**config.mk**
```make
export PLATFORM = sky130hd
export DESIGN_NAME = acc_flag_alu
export DESIGN_NICKNAME = d
export VERILOG_FILES = /design/src/rtl/acc_alu_pkg.sv /design/src/rtl/acc_alu_ctrl.sv /design/src/rtl/acc_alu_datapath.sv /design/src/rtl/acc_flag_alu.sv
export SDC_FILE = /design/constraint.sdc
export NUM_CORES = 1
export LEC_CHECK = 0
export BUFFER_PORTS_ARGS = -buffer_cell sky130_fd_sc_hd__buf_4
export CAP_MARGIN = 20
export CORE_AREA = 2 2 72 74
export CTS_BUF_LIST = sky130_fd_sc_hd__clkbuf_8
export CTS_CLUSTER_DIAMETER = 50
export DETAILED_ROUTE_END_ITERATION = 16
export DIE_AREA = 0 0 74 76
export PLACE_DENSITY = 0.78
export SLEW_MARGIN = 10
export SYNTH_ARGS = -nofsm -noshare
export SYNTH_HDL_FRONTEND = slang
export SYNTH_SLANG_ARGS = --single-unit
```
**constraint.sdc**
```tcl
create_clock -name clk -period 4.3 [get_ports clk]
set_input_delay 0.215 -clock clk [delete_from_list [all_inputs] [get_ports clk]]
set_output_delay 0.215 -clock clk [all_outputs]
set_load 0.005 [all_outputs]
```
**src/rtl/acc_alu_pkg.sv**
```systemverilog
package acc_alu_pkg;

  localparam int DATA_W   = 8;
  localparam int NIB_W    = 4;
  localparam int NIBBLES  = DATA_W / NIB_W;
  localparam int OPC_W    = 4;
  localparam int FLAG_CNT = 4;
  localparam int PAD_W    = DATA_W - FLAG_CNT;

  // BCD correction constants and limits
  localparam logic [DATA_W-1:0] LOW_FIX   = 8'h06;
  localparam logic [DATA_W-1:0] HIGH_FIX  = 8'h60;
  localparam logic [DATA_W-1:0] BCD_MAX   = 8'h99;
  localparam logic [NIB_W-1:0]  DIGIT_MAX = 4'h9;

  typedef enum logic [OPC_W-1:0] {
    OP_ADD = 4'd0,
    OP_ADC = 4'd1,
    OP_SUB = 4'd2,
    OP_SBC = 4'd3,
    OP_AND = 4'd4,
    OP_XOR = 4'd5,
    OP_OR  = 4'd6,
    OP_CP  = 4'd7,
    OP_CPL = 4'd8,
    OP_CCF = 4'd9,
    OP_SCF = 4'd10,
    OP_DAA = 4'd11,
    OP_LDA = 4'd12,
    OP_LDF = 4'd13
  } opcode_e;

  typedef enum logic [2:0] {
    K_ARITH,
    K_LOGIC,
    K_CPL,
    K_CCF,
    K_SCF,
    K_DAA,
    K_LDA,
    K_LDF
  } kind_e;

  typedef enum logic [1:0] {
    L_AND,
    L_XOR,
    L_OR
  } logic_sel_e;

  // strobes from control to datapath
  typedef struct packed {
    logic       fire;
    kind_e      kind;
    logic       subtract;
    logic       withCarry;
    logic       storeAcc;
    logic_sel_e logicSel;
  } ctrl_t;

  typedef struct packed {
    logic z;
    logic n;
    logic h;
    logic c;
  } flag_t;

endpackage

```
**src/rtl/acc_alu_ctrl.sv**
```systemverilog
module acc_alu_ctrl
  import acc_alu_pkg::*;
(
  input  logic             opValid,
  input  logic [OPC_W-1:0] opCode,
  output ctrl_t            ctrl
);

  always_comb begin
    ctrl           = '0;
    ctrl.kind      = K_ARITH;
    ctrl.logicSel  = L_AND;
    ctrl.storeAcc  = 1'b1;
    ctrl.fire      = opValid;
    case (opCode)
      OP_ADD: ctrl.kind = K_ARITH;
      OP_ADC: begin ctrl.kind = K_ARITH; ctrl.withCarry = 1'b1; end
      OP_SUB: begin ctrl.kind = K_ARITH; ctrl.subtract  = 1'b1; end
      OP_SBC: begin
        ctrl.kind      = K_ARITH;
        ctrl.subtract  = 1'b1;
        ctrl.withCarry = 1'b1;
      end
      OP_CP: begin
        ctrl.kind     = K_ARITH;
        ctrl.subtract = 1'b1;
        ctrl.storeAcc = 1'b0;
      end
      OP_AND: begin ctrl.kind = K_LOGIC; ctrl.logicSel = L_AND; end
      OP_XOR: begin ctrl.kind = K_LOGIC; ctrl.logicSel = L_XOR; end
      OP_OR:  begin ctrl.kind = K_LOGIC; ctrl.logicSel = L_OR;  end
      OP_CPL: ctrl.kind = K_CPL;
      OP_CCF: ctrl.kind = K_CCF;
      OP_SCF: ctrl.kind = K_SCF;
      OP_DAA: ctrl.kind = K_DAA;
      OP_LDA: ctrl.kind = K_LDA;
      OP_LDF: ctrl.kind = K_LDF;
      default: ctrl.fire = 1'b0;
    endcase
  end

  // unused codes never raise the fire strobe
  always_comb begin
    if (opCode > OPC_W'(OP_LDF)) begin
      a_unused_code_idle_r11 : assert (!ctrl.fire);
    end
  end

endmodule

```
**src/rtl/acc_alu_datapath.sv**
```systemverilog
module acc_alu_datapath
  import acc_alu_pkg::*;
(
  input  logic              clk,
  input  logic              rst_n,
  input  ctrl_t             ctrl,
  input  logic [DATA_W-1:0] operand,
  output logic [DATA_W-1:0] accQ,
  output flag_t             flagQ
);

  // ---------------- adder / subtractor, nibble chained ----------------
  logic [DATA_W-1:0] addB;
  logic [DATA_W-1:0] arithRes;
  logic [NIBBLES:0]  nibCarry;
  logic              carryUse;
  logic              arithC;
  logic              arithH;

  assign addB        = ctrl.subtract ? ~operand : operand;
  assign carryUse    = ctrl.withCarry & flagQ.c;
  assign nibCarry[0] = ctrl.subtract ? ~carryUse : carryUse;

  for (genvar g = 0; g < NIBBLES; g++) begin : g_nib
    logic [NIB_W:0] nibSum;
    assign nibSum = {1'b0, accQ[g*NIB_W +: NIB_W]}
                  + {1'b0, addB[g*NIB_W +: NIB_W]}
                  + {{NIB_W{1'b0}}, nibCarry[g]};
    assign arithRes[g*NIB_W +: NIB_W] = nibSum[NIB_W-1:0];
    assign nibCarry[g+1]              = nibSum[NIB_W];
  end

  // in subtract mode a missing carry means a borrow
  assign arithC = nibCarry[NIBBLES] ^ ctrl.subtract;
  assign arithH = nibCarry[1] ^ ctrl.subtract;

  // ---------------- logic unit ----------------
  logic [DATA_W-1:0] logicRes;
  always_comb begin
    case (ctrl.logicSel)
      L_AND:   logicRes = accQ & operand;
      L_XOR:   logicRes = accQ ^ operand;
      default: logicRes = accQ | operand;
    endcase
  end

  // ---------------- decimal correction ----------------
  logic [DATA_W-1:0] daaFix;
  logic [DATA_W-1:0] daaRes;
  logic              daaC;
  always_comb begin
    daaFix = '0;
    daaC   = flagQ.c;
    if (!flagQ.n) begin
      if (flagQ.c || (accQ > BCD_MAX)) begin
        daaFix = daaFix | HIGH_FIX;
        daaC   = 1'b1;
      end
      if (flagQ.h || (accQ[NIB_W-1:0] > DIGIT_MAX)) begin
        daaFix = daaFix | LOW_FIX;
      end
      daaRes = accQ + daaFix;
    end else begin
      if (flagQ.c) daaFix = daaFix | HIGH_FIX;
      if (flagQ.h) daaFix = daaFix | LOW_FIX;
      daaRes = accQ - daaFix;
    end
  end

  // ---------------- next state selection ----------------
  logic [DATA_W-1:0] nextAcc;
  flag_t             nextFlag;
  always_comb begin
    nextAcc  = accQ;
    nextFlag = flagQ;
    case (ctrl.kind)
      K_ARITH: begin
        if (ctrl.storeAcc) nextAcc = arithRes;
        nextFlag.z = (arithRes == '0);
        nextFlag.n = ctrl.subtract;
        nextFlag.h = arithH;
        nextFlag.c = arithC;
      end
      K_LOGIC: begin
        nextAcc    = logicRes;
        nextFlag.z = (logicRes == '0);
        nextFlag.n = 1'b0;
        nextFlag.h = (ctrl.logicSel == L_AND);
        nextFlag.c = 1'b0;
      end
      K_CPL: begin
        nextAcc    = ~accQ;
        nextFlag.n = 1'b1;
        nextFlag.h = 1'b1;
      end
      K_CCF: begin
        nextFlag.n = 1'b0;
        nextFlag.h = 1'b0;
        nextFlag.c = ~flagQ.c;
      end
      K_SCF: begin
        nextFlag.n = 1'b0;
        nextFlag.h = 1'b0;
        nextFlag.c = 1'b1;
      end
      K_DAA: begin
        nextAcc    = daaRes;
        nextFlag.z = (daaRes == '0);
        nextFlag.h = 1'b0;
        nextFlag.c = daaC;
      end
      K_LDA: nextAcc = operand;
      default: nextFlag = flag_t'(operand[DATA_W-1 -: FLAG_CNT]);
    endcase
  end

  always_ff @(posedge clk) begin
    if (!rst_n) begin
      accQ  <= '0;
      flagQ <= '0;
    end else if (ctrl.fire) begin
      accQ  <= nextAcc;
      flagQ <= nextFlag;
    end
  end

  // ---------------- assertions ----------------
  p_add_clears_n_r2 : assert property (@(posedge clk) disable iff (!rst_n)
    ctrl.fire && ctrl.kind == K_ARITH && !ctrl.subtract |=> !flagQ.n);

  p_sub_sets_n_r3 : assert property (@(posedge clk) disable iff (!rst_n)
    ctrl.fire && ctrl.kind == K_ARITH && ctrl.subtract |=> flagQ.n);

  p_cp_holds_acc_r4 : assert property (@(posedge clk) disable iff (!rst_n)
    ctrl.fire && ctrl.kind == K_ARITH && !ctrl.storeAcc |=> $stable(accQ));

  p_logic_clears_c_r5 : assert property (@(posedge clk) disable iff (!rst_n)
    ctrl.fire && ctrl.kind == K_LOGIC |=> !flagQ.c && !flagQ.n);

  p_cpl_inverts_r6 : assert property (@(posedge clk) disable iff (!rst_n)
    ctrl.fire && ctrl.kind == K_CPL |=> accQ == ~$past(accQ) && flagQ.n && flagQ.h);

  p_scf_sets_c_r7 : assert property (@(posedge clk) disable iff (!rst_n)
    ctrl.fire && ctrl.kind == K_SCF |=> flagQ.c && !flagQ.n && !flagQ.h);

  p_ccf_flips_c_r7 : assert property (@(posedge clk) disable iff (!rst_n)
    ctrl.fire && ctrl.kind == K_CCF |=> flagQ.c != $past(flagQ.c));

  p_daa_clears_h_r8 : assert property (@(posedge clk) disable iff (!rst_n)
    ctrl.fire && ctrl.kind == K_DAA |=> !flagQ.h && $stable(flagQ.n));

  p_ldf_upper_r9 : assert property (@(posedge clk) disable iff (!rst_n)
    ctrl.fire && ctrl.kind == K_LDF |=> flagQ == $past(operand[DATA_W-1 -: FLAG_CNT]));

  p_lda_keeps_flags_r10 : assert property (@(posedge clk) disable iff (!rst_n)
    ctrl.fire && ctrl.kind == K_LDA |=> $stable(flagQ) && accQ == $past(operand));

  p_idle_hold_r11 : assert property (@(posedge clk) disable iff (!rst_n)
    !ctrl.fire |=> $stable(accQ) && $stable(flagQ));

endmodule

```
**src/rtl/acc_flag_alu.sv**
```systemverilog
module acc_flag_alu
  import acc_alu_pkg::*;
(
  input  logic              clk,
  input  logic              rst_n,
  input  logic              opValid,
  input  logic [OPC_W-1:0]  opCode,
  input  logic [DATA_W-1:0] operand,
  output logic [DATA_W-1:0] accOut,
  output logic [DATA_W-1:0] flagsOut
);

  ctrl_t ctrl;
  flag_t flagQ;

  acc_alu_ctrl u_ctrl (
    .opValid (opValid),
    .opCode  (opCode),
    .ctrl    (ctrl)
  );

  acc_alu_datapath u_dp (
    .clk     (clk),
    .rst_n   (rst_n),
    .ctrl    (ctrl),
    .operand (operand),
    .accQ    (accOut),
    .flagQ   (flagQ)
  );

  assign flagsOut = {flagQ, {PAD_W{1'b0}}};

  // reset clears both outputs on the following edge
  p_reset_clear_r1 : assert property (@(posedge clk)
    !rst_n |=> accOut == '0 && flagsOut == '0);

endmodule

```
; ---- Yosys cells after proc, flatten, opt, wreduce, memory -nomap -nowiden
; Cells that the tools add are included.
[totals]
output_inout_bits = 16
inputBits = 15
register_bits = 12
elab_cells = 96
[op_classes]
bitwise_logic = 14
addsub = 6
muxes = 23
n_eq_ne = 23
n_lt_le_gt_ge = 2
n_reduce_logical = 23
[op_table]
columns = operator, count
row1 = two-way mux 8 bit, 5
row2 = case mux 8 bit (5 select lines), 1
row3 = "== test 4 bit, second input constant", 6
row4 = logical NOT 8 bit, 3
row5 = case mux 3 bit (7 select lines), 1
row6 = "== test 4 x 3 -> 1 bit, second input constant", 4
row7 = NOT 8 bit, 2
row8 = case mux 8 bit (2 select lines), 1
row9 = two-way mux 7 bit, 2
row10 = OR reduction 14 bit, 1
row11 = OR reduction 3 bit, 4
row12 = adder 4 x 4 -> 5 bit, 2
row13 = adder 5 x 1 -> 5 bit, 2
row14 = "== test 3 bit, second input constant", 3
row15 = adder 8 bit, 1
row16 = bitwise AND 8 bit, 1
row17 = "== test 4 x 2 -> 1 bit, second input constant", 2
row18 = "> comparator 8 bit, second input constant", 1
row19 = OR 8 bit, 1
row20 = case mux 1 bit (4 select lines), 2
row21 = subtractor 8 bit, 1
row22 = bitwise XOR 8 bit, 1
row23 = "== test 3 x 2 -> 1 bit, second input constant", 2
row24 = two-way mux 1 bit, 6
row25 = other kinds (23), 36

; ---- Longest topological paths before layout
; Gate-level depths: netlist of run 1.
[depth]
word_depth = 10
depth_mapped = 19
ltp_nobuf = 18

; ---- Cells and area by module
; A second synthesis of run 1 with hierarchy kept.
[unflattened]
hier_cells = 314
area_unflattened_um2 = 2377.3
[modules_own_cells]
columns = module, n_inst, cells_per_inst, area_per_inst_um2, seq_area_each_um2
row1 = acc_alu_datapath, 1, 294, 2220.9, 240.2
row2 = acc_alu_ctrl, 1, 15, 122.6, 0.0
row3 = acc_flag_alu, 1, 5, 33.8, 0.0

; ---- Least setup slack after synthesis of run 1
; OpenSTA, ideal clock, no wires.
[synth_timing]
kind = input -> register
start = input opCode[2]
end = register u_dp.flagQ[3] (netlist name)
n_path_buf = 2
arrival_ns = 3.407
cell_stages = 17
slack_ns = 0.819
setup_ns = 0.074
cell_sequence = buf_2 -> inv_1 -> o211ai_1 -> buf_2 -> xnor2_1 -> fa_1 -> fa_1 -> nor2b_1 -> o21ai_0 -> nand2_1 -> fa_1 -> inv_1 -> fa_1 -> nand4b_1 -> nor4_1 -> a31oi_1 -> a31oi_1
[synth_between]
elab_chain_cells = 10
elab_cells_between_ends = 47
[synth_rtl]
columns = element, line_no
row1 = from (decl), acc_flag_alu.sv:7  ; input logic [OPC_W-1:0] opCode,
row2 = branches (longest 10 deep; another with adder 4 x 4 -> 5 bit), -
; Parallel ways; which one is timed is not known.
; A chain may end at the register's enable or synchronous reset.

; ---- Worst setup path after layout of run 1
[layout_timing]
start = register u_dp.flagQ[0] (netlist name)
end = register u_dp.flagQ[3] (netlist name)
[layout_between]
elab_chain_cells = 7
elab_cells_between_ends = 16
[layout_rtl]
columns = element, line_no
row1 = bitwise AND 1 bit / logical OR 1 bit (equally long branches), "acc_alu_datapath.sv:21, acc_alu_datapath.sv:55"
row2 = NOT 1 bit / two-way mux 7 bit (equally long branches), "acc_alu_datapath.sv:22, acc_alu_datapath.sv:55"
row3 = two-way mux 1 bit / two-way mux 8 bit (equally long branches), "acc_alu_datapath.sv:22, acc_alu_datapath.sv:54"
row4 = adder 5 x 1 -> 5 bit / adder 8 bit (equally long branches), "acc_alu_datapath.sv:28, acc_alu_datapath.sv:62"
row5 = adder 5 x 1 -> 5 bit / two-way mux 8 bit (equally long branches), "acc_alu_datapath.sv:28, acc_alu_datapath.sv:54"
row6 = "logical NOT 8 bit, on equally long branches", "acc_alu_datapath.sv:79, acc_alu_datapath.sv:108"
row7 = case mux 1 bit (4 select lines) *, acc_alu_datapath.sv:76  ; case (ctrl.kind)
; Mark *: on every way between the ends. The rest lies on a longest branch, timed or not. The select of a mux whose other input is x is not followed.

==> results of run 1 <==
-- registers in the layout (all words and copies together) (netlist names) --
register	cells
u_dp.flagQ	4
u_dp.accQ	8
-- cell families (layout without fill, tap and decap cells) --
logic type      Yosys count  count (layout)  synth area share
compound gates          104             104            0.2796
mux                       5               5           0.02035
xor+xnor                 19              19           0.06444
buf+inv                  54              64           0.09399
fa+ha+maj                41              41            0.2103
other cells               1               4          0.001452
flops                    12              12           0.09302
simple gates            115             115            0.2369
-- placed cells by master, fill, tap and decap left out, drive strengths merged, types with 5 or more instances in the layout --
| cell | count |
|---|---|
| a21o | 7 |
| a21oi | 14 |
| buf | 27 |
| dfxtp | 12 |
| ha | 37 |
| inv | 33 |
| nand2 | 41 |
| nand2b | 6 |
| nand3 | 10 |
| nor2 | 14 |
| nor2b | 8 |
| nor3b | 5 |
| o211a | 6 |
| o21ai | 32 |
| o22ai | 5 |
| xnor2 | 13 |
| xor2 | 6 |
-- cell type report --
class / count / area share
tap: 70 / 0.03106
timing repair buffer: 27 / 0.07187
multi-input combinational: 288 / 0.7484
clock buffer: 4 / 0.01952
sequential: 12 / 0.08518
inverter: 33 / 0.04392
-- how the worst min path moves through the flow --
stage                          start             to  slack, ps  depth (start not counted)
final                          rst_n  u_dp.flagQ[3]        300                          3
after global placement         rst_n  u_dp.flagQ[3]        550                          3
after floorplan           operand[4]  u_dp.flagQ[0]        390                          2
after detailed placement       rst_n  u_dp.flagQ[3]        550                          3
after global routing           rst_n  u_dp.flagQ[1]        300                          2
after CTS                      rst_n  u_dp.flagQ[3]        300                          3
-- cells in the mapped netlist (7+ instances only) --
| cell type | n | area share |
|---|---|---|
| nand2_1 | 41 | 0.060 |
| ha_1 | 37 | 0.18 |
| inv_1 | 33 | 0.048 |
| o21ai_0 | 28 | 0.054 |
| nor2_1 | 14 | 0.020 |
| a21oi_1 | 13 | 0.025 |
| xnor2_1 | 13 | 0.044 |
| dfxtp_1 | 12 | 0.093 |
| nand3_1 | 10 | 0.019 |
| clkbuf_1 | 9 | 0.013 |
| nor2b_1 | 8 | 0.019 |
| a21o_1 | 7 | 0.020 |
-- power breakdown --
group / switching [uW] / internal (uW)
registers: 29.5 / 123
logic: 252 / 197
clock network: 45.6 / 81.1
total: 327 / 401
-- per-layer routing --
layer,vias to the layer above,track usage,routed length (microns)
met5,-,0,0
li1,1279,-,-
met4,0,0.05455,113
met2,113,0.4277,3492
met3,12,0.03836,448
met1,1247,0.3839,3154
-- metrics by stage --
| step | instances | hold slack (ps) | utilization | instance area [sq um] |
|---|---|---|---|---|
| floorplan | 354 | 388.3 | - | 2594 |
| global placement | 430 | 552.6 | 0.5629 | 2765 |
| detailed placement | 430 | 554.7 | 0.5629 | 2765 |
| CTS | 434 | 297.7 | 0.5741 | 2820 |
| global route | 434 | 301.8 | 0.5741 | 2820 |
| finish | 434 | 298.4 | 0.5741 | 2820 |
-- worst register-to-register path, delay by kind of cell (launching register included) --
family | cells | cell delay [ps]
DFF | 1 | 550
and+or+nand+nor | 5 | 700
adders and majority gates | 4 | 1540
buffers and inverters | 1 | 60
AOI/OAI and AO/OA | 5 | 640
==> summary.md, run 1 <==
| Metric | Value |
|---|---|
| Grt ovf | `0` |
| Setup crit start | `u_dp.flagQ[0]` |
| Pwr dens | `approximately 260 nW/um^2` |
| Initial antenna violation count | `0` |
| First-pass GRT wire length | `12010 microns` |
| Rel. slew slack | `0.3654` |
| Clk sinks | `12` |
| Synth async-reset ratio | `0` |
| Footprint of the multi-input gates | `roughly 2100 sq um` |
| Most used flip-flop cell after synthesis | `dfxtp_1` |
| Flops & latches, synth | `12` |
| Vias in the first global route | `~2400` |
| Initial core utilization | `0.5257` |
| Worst setup path endpoint | `u_dp.flagQ[3]` |
| Most frequent CP cell | `fa_1` |
| Fill cell count | `roughly 480` |
| Final nets | `about 420` |
| R2r endpoint | `u_dp.flagQ[3]` |
| CTS tree | `done` |
| Leakage | `0.001307 uW` |
| Clock Latency Late Sink | `approximately 250 ps` |
| Worst path depth | `15` |
| RSZ-0062 raised after global routing | `false` |
| Die Height | `about 76 microns` |
| Setup TNS Final | `0 ps` |
| Netlist Area Pre-Place | `~2600 sq um` |
| Max_cap viols | `0` |
| Slowest cell on crit path | `dfxtp_1` |
| DR WL/cell | `~17 microns` |
| Status | `completed` |
| Routed Wire Length | `7208 microns` |
| YS warnings | `0` |
| Cell family with most CP delay | `adder cells` |
| Clk root buf | `clkbuf_8` |
| CTS Buf Count | `3` |
| Initial DRC Count | `around 280` |
| Tightest Pin Transition | `about 940 ps` |
| Hold Buf Count CTS | `0` |
| Critical Path RT | `between 4000 and 5000 ps` |
| Avg Cell Area, Syn | `about 7.4 sq um` |
| CP Launch Type | `flop` |
| Drt first pass iters | `5` |
| Number of setup buffers added after CTS | `0` |
| Core area | `approximately 5000 sq um` |
| R2r setup slk | `~750 ps` |
| Remaining DRCs | `0` |
| Sequential cell area | `roughly 240 sq um` |
| Crit. End Element | `flop` |
| Period utilisation layout | `0.8249` |
| Slowest Stage Delay on Critical Path | `roughly 550 ps` |
| Setup-failing EPs final | `0` |
| ANT nets after route | `0` |
| Reg2reg path depth | `15` |
| Final Critical Period | `around 3500 ps` |
| P&R area growth vs syn | `9.205%` |
| Layout cells sized above 1 | `0.1154` |
| FP Rows | `26` |
| Clock-pin slew on the worst setup and hold paths | `approximately 60 ps` |
| # IOs | `31` |
| Sequential area share after synthesis | `0.09302` |
| Post-detailed-route via-to-cell ratio | `approximately 6` |
| Worst slack, placed | `roughly 700 ps` |
| DP HPWL | `about 5600 microns` |
| Final Power | `728.2 uW` |
| IO buf count | `26` |
| Total GRT Usage | `0.2689` |
| Cts repair resizes | `0` |
| Worst Hold Class | `input port to flop` |
| Peak VDD IR | `0.1847 mV` |
| Slew Limit Fails | `0` |
| Pin count of the biggest net entering global routing | `25` |
| Yosys cell types | `67` |
| GP Congestion | `between 1 and 1.5` |
| Critical path class | `flop to flop` |
| WP data arrival | `3720 ps` |
| Number of synthesized flops with an enable pin | `0` |
| Fmax | `281.9 MHz` |
| CTS Buffer Depth | `2` |
| Bufs and invs on worst path | `1` |
| Setup ws final | `between 700 and 800 ps` |
| Die extent in x | `74 microns` |
| DIE AREA | `~5600 sq um` |
| Cells after Synth | `around 350` |
| H-tree depth | `1` |
| Cell chain of the critical path | `a21oi_1, nor2_1, o21ai_0, fa_1, fa_1, nor2b_1, o21ai_0, nand2_1, fa_1, inv_1, fa_1, nand4b_1, nor4_1, a31oi_1, a31oi_1` |
| Antenna cells | `0` |
| CP max FO | `8` |
| Vias post-DR | `2651` |
| Worst reg2reg startpoint | `u_dp.flagQ[0]` |
| Hold Fails Final Rpt | `0` |
| Final Skew | `4.777 ps` |
Note: power is estimated with default switching activity, not from simulation.
==> inputs of run 2 (changes only) <==
--- a/config.mk
+++ b/config.mk
@@ -12,7 +12,7 @@
 export CTS_CLUSTER_DIAMETER = 50
 export DETAILED_ROUTE_END_ITERATION = 16
 export DIE_AREA = 0 0 74 76
-export PLACE_DENSITY = 0.78
+export PLACE_DENSITY = 0.81
 export SLEW_MARGIN = 10
 export SYNTH_ARGS = -nofsm -noshare
 export SYNTH_HDL_FRONTEND = slang
==> constraint.sdc (replaced) <==
create_clock -name clk -period 2.9 [get_ports clk]
set_input_delay 0.145 -clock clk [delete_from_list [all_inputs] [get_ports clk]]
set_output_delay 0.145 -clock clk [all_outputs]
set_load 0.005 [all_outputs]
==> run 2 against run 1 <==
Against the previous run: the flow now finishes with violations (setup timing); register-to-register slack worse by 900 ps; largest power group unchanged; routed wire length up 8.5%; first-iteration DRC count down 4.4%; setup slack worse by 900 ps; design area up 11%; final cell count up 7.6%; flip-flop and latch count unchanged; non-clock buffer count up 33; hold slack worse by 70 ps; via count up 5.6%; critical path depth up 1.
==> summary.md, run 2 (same netlist as run 1, synthesis figures left out) <==
| Metric | Value |
|---|---|
| R2r endpoint | `u_dp.flagQ[3]` |
| Most flop-heavy register | `u_dp.accQ` |
| CP max FO | `3` |
| Footprint of the multi-input gates | `2175 sq um` |
| Vias in the first global route | `between 2000 and 3000` |
| Critical Path RT | `3080 ps` |
| Die extent in x | `between 70 and 80 microns` |
| Drt first pass iters | `6` |
| Die Height | `roughly 76 microns` |
| Peak VDD IR | `approximately 0.22 mV` |
| Max_cap viols | `0` |
| Fill cell count | `~440` |
| Remaining DRCs | `0` |
| Clk sinks | `12` |
| Clock-pin slew on the worst setup and hold paths | `60 ps` |
| Tightest Pin Transition | `751.7 ps` |
| Setup TNS Final | `-198.7 ps` |
| CTS Buf Count | `3` |
| Setup-failing EPs final | `2` |
| Final Critical Period | `just over 3000 ps` |
| Initial DRC Count | `roughly 260` |
| Violated checks | `setup timing` |
| R2r setup slk | `-140 ps` |
| Final Skew | `4.998 ps` |
| Pwr dens | `about 380 nW/um^2` |
| Hold Fails Final Rpt | `0` |
| Clk root buf | `clkbuf_8` |
| Largest register FFs | `8` |
| Worst Hold Class | `input port to flop` |
| Final nets | `about 450` |
| Grt ovf | `0` |
| GP Congestion | `0.9811` |
| Leakage | `approximately 0.0015 uW` |
| Initial core utilization | `0.5257` |
| Layout cells sized above 1 | `0.2343` |
| RSZ-0062 raised after global routing | `true` |
| First-pass GRT wire length | `13130 microns` |
| ANT nets after route | `0` |
| H-tree depth | `1` |
| DR WL/cell | `16.74 microns` |
| Rel. slew slack | `0.4970` |
| Worst reg2reg startpoint | `u_dp.flagQ[0]` |
| Pin count of the biggest net entering global routing | `21` |
| P&R area growth vs syn | `21.56%` |
| Crit. End Element | `flop` |
| Post-detailed-route via-to-cell ratio | `approximately 6` |
| Hold Startpoint | `operand[4]` |
| Slew Limit Fails | `0` |
| # IOs | `31` |
| IO buf count | `26` |
| CP Launch Type | `flop` |
| Fin util | `0.6391` |
| WP data arrival | `between 3000 and 4000 ps` |
| Routed Wire Length | `around 7800 microns` |
| Sequential cell area | `between 200 and 250 sq um` |
| CTS Buffer Depth | `2` |
| Hold Buf Count CTS | `0` |
| Critical path class | `flop to flop` |
| Most common cell after layout, fill and taps aside | `buf_4` |
| Reg2reg path depth | `16` |
| Fmax | `328.7 MHz` |
| DIE AREA | `5624 sq um` |
| Most frequent cells in the layout | `59 x buf_4, 40 x nand2_1, 37 x ha_1` |
| Initial antenna violation count | `0` |
| Worst setup path endpoint | `u_dp.flagQ[3]` |
| DP HPWL | `about 6000 microns` |
| CTS tree | `done` |
| FP Rows | `26` |
| Setup ws final | `-142.2 ps` |
| Total GRT Usage | `0.2916` |
| Top flop regs | `u_dp.accQ: 8 flops, u_dp.flagQ: 4 flops` |
| Period utilisation layout | `1.049` |
| Status | `complete, but fails checks` |
| Antenna cells | `0` |
| Vias post-DR | `2800` |
| Setup crit start | `u_dp.flagQ[0]` |
| Clock Latency Late Sink | `approximately 240 ps` |
| Core area | `between 4000 and 5000 sq um` |
==> run 2: changes by cell type in the layout (fill, tap and decap cells not counted), moves of 2 or more <==
cell / before / now
o21ai_1: 3 / 5
inv_1: 33 / 31
a21oi_1: 13 / 10
o21ai_0: 28 / 25
fa_2: 0 / 4
inv_2: 0 / 2
a21oi_2: 1 / 4
buf_4: 27 / 59
fa_1: 4 / 0
==> run 2: worst max-delay path, cell delays in order, from the launching register on <==
cell	delay, ps
dfxtp_4	370
a21oi_2	50
nor2_1	90
o21ai_1	100
fa_2	370
fa_2	360
nor2b_2	130
o21ai_2	60
nand2_1	80
fa_2	210
inv_2	40
fa_2	360
xor2_2	150
nand2_1	90
nor4_2	260
a31oi_1	120
a31oi_1	130
==> run 2: how the worst min path moves through the flow <==
| stage | endpoint | slack [ps] | depth (start not counted) |
|---|---|---|---|
| floorplan | u_dp.flagQ[0] | 320 | 2 |
| global placement | u_dp.flagQ[3] | 480 | 3 |
| detailed placement | u_dp.flagQ[0] | 490 | 3 |
| CTS | u_dp.flagQ[0] | 220 | 3 |
| global route | u_dp.flagQ[1] | 250 | 2 |
| finish | u_dp.flagQ[0] | 230 | 3 |
==> run 2: power by group <==
part | leakage, uW | switching, uW | internal [uW]
sequential | 0.0000992 | 15.4 | 183
combinational | 0.00135 | 443 | 357
clock | 0.0000288 | 67.3 | 120
total | 0.00148 | 525 | 660
==> run 2: layout make-up <==
class	instances	area share
Sequential cell	12	0.07772
Clock buffer	4	0.01754
Inverter	33	0.03946
Tap cell	70	0.02790
Multi-Input combinational cell	288	0.6927
Timing Repair Buffer	60	0.1447
==> run 2: what timing repair did <==
| action | CTS | global route |
|---|---|---|
| gates resized for setup | 3 | 13 |
| setup endpoints to repair | 5 | 5 |
| hold endpoints to repair | 0 | 0 |
| gates cloned | 0 | 0 |
| pin swaps | 1 | 5 |
| buffers inserted | 2 | 0 |
==> run 2: layer usage <==
layer	vias to the layer above	part of all wire	track usage
met2	130	0.46	0.4652
met5	-	0	0
met1	1296	0.42	0.4033
met3	31	0.083	0.04762
met4	0	0.031	0.07636
li1	1343	-	-
==> run 2: metrics by stage <==
step	hold WS (ps)	total power, uW	worst slack [ps]	instance area (sq um)	cells
after floorplan	318.3	714.8	-203.0	2630	354
after global placement	479.2	931.8	-189.6	3015	461
after detailed placement	488.2	951.5	-280.9	3015	461
after CTS	223.5	1148	-104.1	3090	467
after global routing	248.3	1280	-357.9	3139	467
final	228.1	1185	-142.2	3139	467
==> inputs of run 3 (changes only) <==
--- a/config.mk
+++ b/config.mk
@@ -5,15 +5,17 @@
 export SDC_FILE = /design/constraint.sdc
 export NUM_CORES = 1
 export LEC_CHECK = 0
+export ABC_CLOCK_PERIOD_IN_PS = 2900
 export BUFFER_PORTS_ARGS = -buffer_cell sky130_fd_sc_hd__buf_4
 export CAP_MARGIN = 20
-export CORE_AREA = 2 2 72 74
+export CORE_AREA = 5 5 75 77
 export CTS_BUF_LIST = sky130_fd_sc_hd__clkbuf_8
 export CTS_CLUSTER_DIAMETER = 50
 export DETAILED_ROUTE_END_ITERATION = 16
-export DIE_AREA = 0 0 74 76
+export DIE_AREA = 0 0 80 82
 export PLACE_DENSITY = 0.81
 export SLEW_MARGIN = 10
 export SYNTH_ARGS = -nofsm -noshare
 export SYNTH_HDL_FRONTEND = slang
 export SYNTH_SLANG_ARGS = --single-unit
+export TNS_END_PERCENT = 30
==> run 3 against run 2 <==
Against the previous run: the run still ends with setup timing left; largest power group unchanged; critical path depth decreased by 2; critical endpoint unchanged; clock power decreased by 18%; sequential share of layout area about the same; total power about the same; largest cell class unchanged; sequential power about the same; maximum frequency decreased by 0.52%; hold slack improved by 11 ps; global-route usage decreased by 3.5 points; register-to-register slack got worse by 20 ps; critical path type unchanged; final cell count increased by 1.1%.
==> summary.md, run 3 (same netlist as run 1, synthesis figures left out) <==
| Metric | Value |
|---|---|
| Status | `complete, but fails checks` |
| Violated checks | `setup timing` |
| Critical Path RT | `3070 ps` |
| Final Skew | `between 4 and 5 ps` |
| Initial antenna violation count | `0` |
| CTS tree | `done` |
| Hold Buf Count CTS | `0` |
| Clk sinks | `12` |
| Remaining DRCs | `0` |
| Clock-pin slew on the worst setup and hold paths | `~60 ps` |
| P&R area growth vs syn | `21.95%` |
| H-tree depth | `1` |
| Final Power | `approximately 1200 uW` |
| Most frequent cells in the layout | `66 x buf_4, 41 x nand2_1, 37 x ha_1` |
| DP HPWL | `between 6000 and 7000 microns` |
| NetSw | `between 500 and 600 uW` |
| GP Congestion | `1.004` |
| Fill cell count | `450` |
| Slowest cell on crit path | `fa_2` |
| Tightest Pin Transition | `slightly above 800 ps` |
| Peak VDD IR | `about 0.22 mV` |
| Total GRT Usage | `0.2563` |
| Crit. End Element | `flop` |
| Rel. slew slack | `0.4587` |
| Top routing layer used | `met4` |
| Met2 routed WL | `3756 microns` |
| DIE AREA | `6560 sq um` |
| Slew Limit Fails | `0` |
| Clock share of power | `0.130` |
| Clk root buf | `clkbuf_8` |
| Routed Wire Length | `about 8400 microns` |
| Initial core utilization | `0.5223` |
| Drt first pass iters | `6` |
| Core area | `around 4900 sq um` |
| FP Rows | `26` |
| Hold Fails Final Rpt | `0` |
| Sequential cell area | `between 200 and 250 sq um` |
| RSZ-0062 raised after global routing | `true` |
| Period utilisation layout | `1.055` |
| Pwr dens | `376.0 nW/um^2` |
| Vias post-DR | `roughly 3000` |
| # IOs | `31` |
| Layout cells sized above 1 | `0.2313` |
| Antenna cells | `0` |
| Slowest Stage Delay on Critical Path | `530 ps` |
| Die Height | `82 microns` |
| Internal power | `~650 uW` |
| Setup-failing EPs final | `3` |
| Bufs and invs on worst path | `1` |
| CTS Buf Count | `3` |
| Clock Latency Late Sink | `about 240 ps` |
| Worst slack, placed | `-270.7 ps` |
| Fmax | `about 330 MHz` |
| CTS Buffer Depth | `2` |
| Pin count of the biggest net entering global routing | `19` |
| IO buf count | `26` |
| WL met1 | `~3400 microns` |
| CP max FO | `3` |
| Top flop regs | `u_dp.accQ: 8 flops, u_dp.flagQ: 4 flops` |
| Sw frac | `0.4537` |
| Grt ovf | `0` |
| CP Launch Type | `flop` |
| Cell family with most CP delay | `adder cells` |
| Largest register FFs | `8` |
| Initial DRC Count | `407` |
| Cell chain of the critical path | `a21oi_1, o21ai_1, fa_2, fa_2, nor2b_2, o21ai_2, nand2_1, fa_2, inv_2, fa_2, nand4b_1, nor4_2, a31oi_1, a31oi_1` |
| Critical path class | `flop to flop` |
| Final nets | `460` |
| Met3 wire length | `roughly 800 microns` |
| Max_cap viols | `0` |
| Setup ws final | `-158.2 ps` |
| Worst Hold Class | `input port to flop` |
| Leakage | `0.001504 uW` |
| Post-detailed-route via-to-cell ratio | `about 6.3` |
| Most flop-heavy register | `u_dp.accQ` |
| ANT nets after route | `0` |
| Fin util | `0.6369` |
| Most common cell after layout, fill and taps aside | `buf_4` |
| Vias in the first global route | `roughly 2800` |
| WP data arrival | `~3200 ps` |
| Sequential fraction of design power | `0.167` |
| DR WL/cell | `between 15 and 20 microns` |
| First-pass GRT wire length | `around 13000 microns` |
| Die extent in x | `80 microns` |
| Combinational power share | `0.703` |
| Final Critical Period | `around 3100 ps` |
| Footprint of the multi-input gates | `2157 sq um` |
| Most frequent CP cell | `fa_2` |
## run 3: path summary, 6_finish.rpt
check,startpoint,endpoint,slack (ps),cells after the start
worst max-delay path,u_dp.flagQ[0],u_dp.flagQ[3],-160,14
worst min-delay path,rst_n,u_dp.flagQ[3],240,3
worst max register to register,u_dp.flagQ[0],u_dp.flagQ[3],-160,14
worst min register to register,u_dp.flagQ[1],u_dp.flagQ[1],640,2
## run 3: cell type report
type	count	share of cell area
clock buffer	3	0.01311
inverter	33	0.03933
multi-input combinational	288	0.6849
sequential	12	0.07747
tap	70	0.02781
timing repair buffer	66	0.1573
## run 3: what timing repair did
| action | in CTS | in global routing |
|---|---|---|
| endpoints found under the setup margin | 5 | 5 |
| setup buffers | 0 | 1 |
| gates resized for setup | 6 | 7 |
| pin swaps | 3 | 1 |
## run 3: routing by layer
metal | track usage | vias up
met4 | 0.08953 | 0
met5 | 0 | -
met1 | 0.3198 | 1347
li1 | - | 1357
met3 | 0.06140 | 46
met2 | 0.4305 | 200
## run 3: stage by stage
| step | hold slack, ps | std cells | setup TNS, ps | instance area, sq um |
|---|---|---|---|---|
| CTS | 233.2 | 471 | -176.9 | 3122 |
| global route | 251.6 | 472 | -906.6 | 3149 |
| detailed placement | 481.8 | 468 | -854.6 | 3065 |
| finish | 239.0 | 472 | -321.2 | 3149 |
| global placement | 481.5 | 468 | -432.3 | 3065 |
| floorplan | 318.3 | 354 | -550.6 | 2614 |
## run 3: power groups by stage
| stage | Clock (uW) | Sequential (uW) | Combinational (uW) |
|---|---|---|---|
| 2_1_floorplan | 0 | 213 | 497 |
| 3_3_place_gp | 0 | 199 | 749 |
| 3_5_place_dp | 0 | 200 | 770 |
| 4_1_cts | 155 | 197 | 790 |
| 5_1_grt | 162 | 199 | 906 |
| 6_report | 154 | 197 | 833 |
## run 3: tightest hold or removal path: stages
cell     delay [ps]
buf_4           180
nand2_1          80
a31oi_1          40
